===== config.mk =====
export PLATFORM = sky130hd
export DESIGN_NAME = irq_prio_router
export DESIGN_NICKNAME = d
export VERILOG_FILES = /design/src/rtl/irq_router_pkg.sv /design/src/rtl/irq_nmi_stretch.sv /design/src/rtl/irq_pend_update.sv /design/src/rtl/irq_prio_enc.sv /design/src/rtl/irq_prio_router.sv
export SDC_FILE = /design/constraint.sdc
export NUM_CORES = 1
export LEC_CHECK = 0
export BUFFER_PORTS_ARGS = -buffer_cell sky130_fd_sc_hd__buf_2
export CORE_ASPECT_RATIO = 0.8
export CORE_MARGIN = 2
export CORE_UTILIZATION = 56
export CTS_CLUSTER_SIZE = 20
export DETAILED_ROUTE_END_ITERATION = 10
export PLACE_DENSITY_LB_ADDON = 0.05
export REMOVE_ABC_BUFFERS = 1
export SLEW_MARGIN = 10
export SYNTH_ARGS = -nofsm -noshare
export SYNTH_HDL_FRONTEND = slang
export SYNTH_HIERARCHICAL = 1
export SYNTH_SLANG_ARGS = --single-unit

===== constraint.sdc =====
create_clock -name clk -period 5.7 [get_ports clk]
set_input_delay 0.57 -clock clk [delete_from_list [all_inputs] [get_ports clk]]
set_output_delay 0.57 -clock clk [all_outputs]
set_load 0.05 [all_outputs]

===== src/rtl/irq_router_pkg.sv =====
package irq_router_pkg;
  // number of request sources seen by the pending logic (4 pins + NMI)
  localparam int NSRC     = 5;
  localparam int NREQ     = NSRC - 1;
  localparam int SRC_ADP1 = 0;
  localparam int SRC_ADP2 = 1;
  localparam int SRC_ETH  = 2;
  localparam int SRC_SER  = 3;
  localparam int SRC_NMI  = 4;
endpackage


===== src/rtl/irq_nmi_stretch.sv =====
module irq_nmi_stretch #(
  parameter int HOLD = 5_000_000
) (
  input  logic clk,
  input  logic rst,
  input  logic trig,
  output logic act
);
  localparam int CW = $clog2(HOLD + 1);

  logic [CW-1:0] cnt_q;

  always_ff @(posedge clk) begin
    if (rst)               cnt_q <= '0;
    else if (trig)         cnt_q <= CW'(HOLD);
    else if (cnt_q != '0)  cnt_q <= cnt_q - 1'b1;
  end

  assign act = (cnt_q != '0);
endmodule


===== src/rtl/irq_pend_update.sv =====
module irq_pend_update #(
  parameter int NLVL = 8,
  parameter int LW   = $clog2(NLVL),
  parameter logic [irq_router_pkg::NSRC*LW-1:0] LVL_LO = '0,
  parameter logic [irq_router_pkg::NSRC*LW-1:0] LVL_HI = '0
) (
  input  logic                            mode,
  input  logic [irq_router_pkg::NSRC-1:0] src_now,
  input  logic [irq_router_pkg::NSRC-1:0] src_prev,
  input  logic [NLVL-1:0]                 pend_cur,
  input  logic                            slot_cur,
  output logic [NLVL-1:0]                 pend_nxt,
  output logic                            slot_nxt
);
  import irq_router_pkg::*;

  logic [LW-1:0] lvl;

  // walk sources in index order: a later index overwrites an earlier one
  always_comb begin
    pend_nxt = pend_cur;
    slot_nxt = slot_cur;
    lvl      = '0;
    for (int i = 0; i < NSRC; i++) begin
      if (src_now[i] != src_prev[i]) begin
        if (mode && (i == SRC_ETH)) begin
          slot_nxt = src_now[i];
        end else begin
          lvl = mode ? LVL_HI[i*LW +: LW] : LVL_LO[i*LW +: LW];
          if (lvl != '0) pend_nxt[lvl] = src_now[i];
        end
      end
    end
  end
endmodule


===== src/rtl/irq_prio_enc.sv =====
module irq_prio_enc #(
  parameter int NLVL = 8,
  parameter int LW   = $clog2(NLVL)
) (
  input  logic [NLVL-1:0] pend,
  output logic [LW-1:0]   lvl
);
  // level 0 means "nothing"; bit 0 is never a request
  always_comb begin
    lvl = '0;
    for (int i = 1; i < NLVL; i++) begin
      if (pend[i]) lvl = LW'(i);
    end
  end
endmodule


===== src/rtl/irq_prio_router.sv =====
module irq_prio_router #(
  parameter int NLVL     = 8,
  parameter int LW       = $clog2(NLVL),
  parameter int VEC_W    = 8,
  parameter int VEC_BASE = 24,
  parameter int NMI_HOLD = 5_000_000,
  // per-source level, source 0 in the low bits; level 0 = no level
  parameter logic [irq_router_pkg::NSRC*LW-1:0] LVL_LO = {3'd7, 3'd4, 3'd3, 3'd2, 3'd6},
  parameter logic [irq_router_pkg::NSRC*LW-1:0] LVL_HI = {3'd7, 3'd4, 3'd0, 3'd2, 3'd1}
) (
  input  logic                            clk,
  input  logic                            rst,
  input  logic                            mode_i,
  input  logic [irq_router_pkg::NREQ-1:0] req_i,
  input  logic                            nmi_trig_i,
  output logic [LW-1:0]                   ipl_o,
  output logic [VEC_W-1:0]                vec_o,
  output logic                            slot_irq_o
);
  import irq_router_pkg::*;

  logic              mode_q;
  logic              nmi_act;
  logic [NSRC-1:0]   src_now, src_q;
  logic [NLVL-1:0]   pend_q, pend_nxt;
  logic              slot_q, slot_nxt;
  logic [LW-1:0]     enc_lvl;
  logic [LW-1:0]     ipl_q;
  logic [VEC_W-1:0]  vec_q;

  irq_nmi_stretch #(.HOLD(NMI_HOLD)) u_stretch (
    .clk  (clk),
    .rst  (rst),
    .trig (nmi_trig_i),
    .act  (nmi_act)
  );

  assign src_now = {nmi_act, req_i};

  irq_pend_update #(
    .NLVL(NLVL), .LW(LW), .LVL_LO(LVL_LO), .LVL_HI(LVL_HI)
  ) u_update (
    .mode     (mode_q),
    .src_now  (src_now),
    .src_prev (src_q),
    .pend_cur (pend_q),
    .slot_cur (slot_q),
    .pend_nxt (pend_nxt),
    .slot_nxt (slot_nxt)
  );

  irq_prio_enc #(.NLVL(NLVL), .LW(LW)) u_enc (
    .pend (pend_nxt),
    .lvl  (enc_lvl)
  );

  always_ff @(posedge clk) begin
    if (rst) begin
      mode_q <= 1'b0;
      src_q  <= '0;
      pend_q <= '0;
      slot_q <= 1'b0;
      ipl_q  <= '0;
      vec_q  <= '0;
    end else begin
      mode_q <= mode_i;
      src_q  <= src_now;
      pend_q <= pend_nxt;
      slot_q <= slot_nxt;
      ipl_q  <= enc_lvl;
      vec_q  <= (enc_lvl == '0) ? '0 : VEC_W'(VEC_BASE) + VEC_W'(enc_lvl);
    end
  end

  assign ipl_o      = ipl_q;
  assign vec_o      = vec_q;
  assign slot_irq_o = slot_q;
endmodule


==> results of run 1 <==
power by group:
part,switching [mW],internal (mW),total [mW]
sequential,0.0230,0.330,0.353
combinational,0.0941,0.0568,0.151
clock,0.106,0.219,0.325
worst max path at each step:
stage                             from       end  slack [ns]  cells past startpoint
floorplan           u_stretch/cnt_q[8]  vec_o[3]        3.64                      9
global placement    u_stretch/cnt_q[8]  vec_o[3]        3.47                      9
detailed placement  u_stretch/cnt_q[8]  vec_o[3]        3.34                      9
CTS                 u_stretch/cnt_q[8]  vec_o[3]        3.32                      9
global route        u_stretch/cnt_q[8]  vec_o[3]        3.10                      9
finish              u_stretch/cnt_q[8]  vec_o[3]        3.29                      9
sequential cells by signal, summed over array words and instances, names as in the netlist:
signal           count
src_q                5
pend_q               7
vec_o                4
u_stretch/cnt_q     23
ipl_o                3
slot_irq_o           1
mode_q               1
worst reg2reg max path, delay by kind of cell, from the launching register on:
kind            cells  cell delay, ns
simple gates        8            1.76
compound gates      1            0.13
flops               1            0.39
cell type report:
cell class | instances | area, um2 | area share, %
Clock buffer | 5 | 68.8 | 3.07
Clock inverter | 3 | 90.1 | 4.02
Inverter | 7 | 26.3 | 1.17
Multi-Input combinational cell | 162 | 1040 | 46.5
Sequential cell | 44 | 881 | 39.3
Tap cell | 42 | 52.6 | 2.35
Timing Repair Buffer | 16 | 80.1 | 3.57
per-stage QoR:
stage / std cells / power [mW] / util, %
final: 279 / 0.829 / 65.0
after global routing: 279 / 0.867 / 65.0
after CTS: 279 / 0.835 / 65.0
after detailed placement: 271 / 0.510 / 60.4
after global placement: 271 / 0.505 / 60.4
after floorplan: 213 / 0.474 / -
placed cells by master, fill, tap and decap left out, drive strengths merged, types with 2 or more instances in the layout:
cell / n
o21ai: 22
or2: 2
xor2: 10
xnor2: 6
nor2: 26
or3: 5
clkbuf: 5
nand3: 3
a21oi: 17
nor3: 6
bufinv: 3
or4: 3
ha: 2
o211ai: 3
buf: 16
nand2: 12
conb: 3
and2b: 2
nor4: 9
nor2b: 18
dfxtp: 44
inv: 6
o31ai: 2
per-layer routing:
layer | vias to the layer above | track usage (%)
met2 | 40 | 30.2
li1 | 790 | -
met5 | - | 0
met4 | 0 | 8.63
met3 | 6 | 6.43
met1 | 699 | 29.3
==> results_dict.tcl, run 1 <==
set metrics [dict create \
    grt_pass1_vias 1431 \
    critPathKind "reg2reg" \
    status "finished clean" \
    synth_cells 222 \
    holdWs_ns 0.466 \
    r2r_slack_ns 3.29 \
    endpoint_kind "flop" \
    dieWidth_um 71.1 \
    setup_violations 0 \
    hold_viol 0 \
    syn_area_mm2 0.00202 \
    top_layer "met4" \
    ant_nets 0 \
    dr.pass1.iters 4 \
    arrival_ns 2.57 \
    crit_path_start_kind "flop" \
    fin_nets 246 \
    fillerInstances 285 \
    num_rows 19 \
    io_pins 20 \
    antenna_found_initial 0 \
    max-vdd-ir-drop_uv 233 \
    drc 0 \
    r2r-end "vec_o[3]" \
    period_share_pct 42.2 \
    hold_buffers 0 \
    place.gp.congestion 0.791 \
    maxCapViolations 0 \
    crit_chain "nor4_4, nand3_2, or3_1, nor2_1, o21ai_0, nor2_1, nand2_1, nor3_1, nor2_2" \
    portBuffers 16 \
    cts-resized-gates 0 \
    dieArea_mm2 0.00410 \
    placed_area_mm2 0.00208 \
    path_buf_inv 0 \
    clock_skew_ns 0.00572 \
    slew_headroom_pct 53.7 \
    clk_latency_ns 0.30 \
    cts_inserted_buffers 5 \
    r2r_start "u_stretch/cnt_q[8]" \
    p_leak_nw 0.873 \
    route.met2.wl_um 1710 \
    crit_top_cell "nor2_1" \
    grt_start_max_net_pins 32 \
    finalWirelength_um 3880 \
    die-height_um 57.7 \
    rsz0062_at_grt "no" \
    dp_slack_ns 3.34 \
    vias 1535 \
    postCtsSetupRepairBufs 0 \
    grt_pass1_wl_um 6640 \
    syn_to_final_growth_pct 11.0 \
    hold_start "u_stretch/cnt_q[13]" \
    syn_area_per_cell_um2 9.09 \
    root_buffer "clkbuf_8" \
    fin_crit_ns 2.41 \
    via_per_inst 5.50 \
    drive_above_1_share_pct 23.2 \
    final_max_slew_viol_count 0 \
    fmax_mhz 416 \
    antenna_cells 0 \
    cp_slowest_cell "or3_1" \
    yosys_warnings 6 \
    p_per_area_mw_per_mm2 370 \
    gr-total-overflow 0 \
    core_mm2 0.00345 \
    met1_length_um 1860 \
    clock_sinks 44 \
    worst_ep_required_time_ns 5.87 \
    grt_use_total_pct 20.9 \
    final_cell_area_mm2 0.00224 \
    cts_tree "done" \
    whs_path_depth 2 \
    route.met3.wl_um 258 \
    crit_path_max_fanout 10 \
    start_util_pct 58.5 \
    critPathTopFamily "simple AND/OR/NAND/NOR gates" \
    hpwl_um 2740 \
    drt_iter0_markers 86 \
    ff2ff_path_depth 9 \
    clk_pin_slew_ns 0.08 \
    tns_ns 0 \
    min_delay_worst_endpoint "u_stretch/cnt_q[13]" \
    max_stage_delay_ns 0.42 \
    clk_path_buf_depth 2 \
    hold_class "reg2reg" \
    h-tree-depth 2 \
    fin_ws_ns 3.29 \
    tightest_slew_ns 0.695 \
    wire_per_inst_um 13.9 \
]
(Power assumes the default switching activity.)
==> run 2: changes to the inputs <==
clock period = 2.3 ns   (was 5.7 ns; I/O delays follow)
==> results_dict.tcl, run 2 (synthesized netlist as in run 1, its figures left out) <==
set metrics [dict create \
    status "finished clean" \
    grt_pass1_wl_um 6820 \
    fillerInstances 292 \
    tns_ns 0 \
    via_per_inst 5.62 \
    slew_headroom_pct 67.0 \
    tightest_slew_ns 0.490 \
    die-height_um 57.7 \
    hold_viol 0 \
    crit_path_max_fanout 5 \
    postLayoutCoreUtil_pct 65.5 \
    worst_ep_required_time_ns 2.49 \
    wire_per_inst_um 14.4 \
    grt_pass1_vias 1523 \
    vias 1602 \
    mostFrequentLayoutCell "dfxtp_1" \
    hold_class "in2reg" \
    cts_tree "done" \
    antenna_cells 0 \
    drive_above_1_share_pct 26.3 \
    clk_latency_ns 0.30 \
    fin_crit_ns 2.11 \
    critPathTopFamily "simple AND/OR/NAND/NOR gates" \
    critPathKind "reg2reg" \
    period_share_pct 91.8 \
    dp_cells 277 \
    hold_start "mode_i" \
    clock_sinks 44 \
    max-vdd-ir-drop_uv 530 \
    final_max_slew_viol_count 0 \
    placed_area_mm2 0.00213 \
    crit_path_start_kind "flop" \
    largest_register "u_stretch/cnt_q" \
    postCtsSetupRepairBufs 0 \
    met2_usage_pct 32.3 \
    total_power_mw 1.86 \
    ant_nets 0 \
    p_per_area_mw_per_mm2 825 \
    hold_buffers 0 \
    top_usage_layer "met2" \
    grt_start_max_net_pins 31 \
    layout_common_cells "dfxtp_1, nor2_1, a21oi_1" \
    arrival_ns 2.30 \
    grt_util_met1_pct 29.4 \
    num_rows 19 \
    core_mm2 0.00345 \
    finalWirelength_um 4090 \
    dp_slack_ns 0.0696 \
    syn_to_final_growth_pct 11.9 \
    dr.pass1.iters 4 \
    grt_use_total_pct 21.4 \
    hpwl_um 2930 \
    place.gp.congestion 0.799 \
    path_buf_inv 1 \
    met3_usage_pct 5.57 \
    cp_slowest_cell "or3_4" \
    fin_nets 252 \
    instances_no_fill 285 \
    endpoint_kind "flop" \
    p_leak_nw 0.886 \
    r2r_start "u_stretch/cnt_q[0]" \
    setup_violations 0 \
    clk_path_buf_depth 2 \
    largestRegisters "u_stretch/cnt_q x23, pend_q x7, src_q x5" \
    dieArea_mm2 0.00410 \
    start_util_pct 58.5 \
    largest_register_ffs 23 \
    startpoint "u_stretch/cnt_q[0]" \
    antenna_found_initial 0 \
    drt_iter0_markers 115 \
    h-tree-depth 2 \
    cts_inserted_buffers 5 \
    clock_skew_ns 0.00369 \
    drc 0 \
    gr-total-overflow 0 \
    portBuffers 16 \
    root_buffer "clkbuf_8" \
    cts-resized-gates 0 \
    fmax_mhz 473 \
    holdWs_ns 0.138 \
    final_cell_area_mm2 0.00226 \
    maxCapViolations 0 \
    clk_pin_slew_ns 0.08 \
    max_stage_delay_ns 0.38 \
    fin_ws_ns 0.188 \
    crit_chain "inv_1, ha_1, nor4b_4, nand2_1, or3_4, nor2_1, o21ai_1, nor2_1, nand2_1, nor3_2, nor2_2" \
    dieWidth_um 71.1 \
    io_pins 20 \
]
-- run 2: changes by cell type in the layout (fill, tap and decap cells not counted), sizes merged --
cell,change
buf,+6
bufinv,-2
clkinv,+1
clkinvlp,+1
-- run 2: worst paths after layout --
check | endpoint | depth (start not counted) | slack, ns
setup / recovery | vec_o[3] | 11 | 0.19
hold / removal | mode_q | 2 | 0.14
setup reg to reg | vec_o[3] | 11 | 0.19
hold reg to reg | u_stretch/cnt_q[13] | 2 | 0.49
-- run 2: final cells by class --
type | count | area, um2 | share of cell area (%)
Sequential cell | 44 | 882 | 39.1
Clock inverter | 3 | 42.5 | 1.88
Inverter | 7 | 26.3 | 1.16
Multi-Input combinational cell | 162 | 1060 | 47.0
Timing Repair Buffer | 22 | 125 | 5.54
Tap cell | 42 | 52.6 | 2.33
Clock buffer | 5 | 68.8 | 3.05
-- run 2: power breakdown --
| part | internal, mW | switching [mW] | total, mW | leakage, nW |
|---|---|---|---|---|
| logic | 0.160 | 0.242 | 0.403 | 0.467 |
| clock network | 0.321 | 0.263 | 0.584 | 0.0541 |
| registers | 0.819 | 0.0583 | 0.877 | 0.365 |
-- run 2: layer usage --
metal	routed length, um	vias up
li1	-	804
met1	2000	755
met2	1800	38
met3	230	5
met4	58	0
met5	0	-
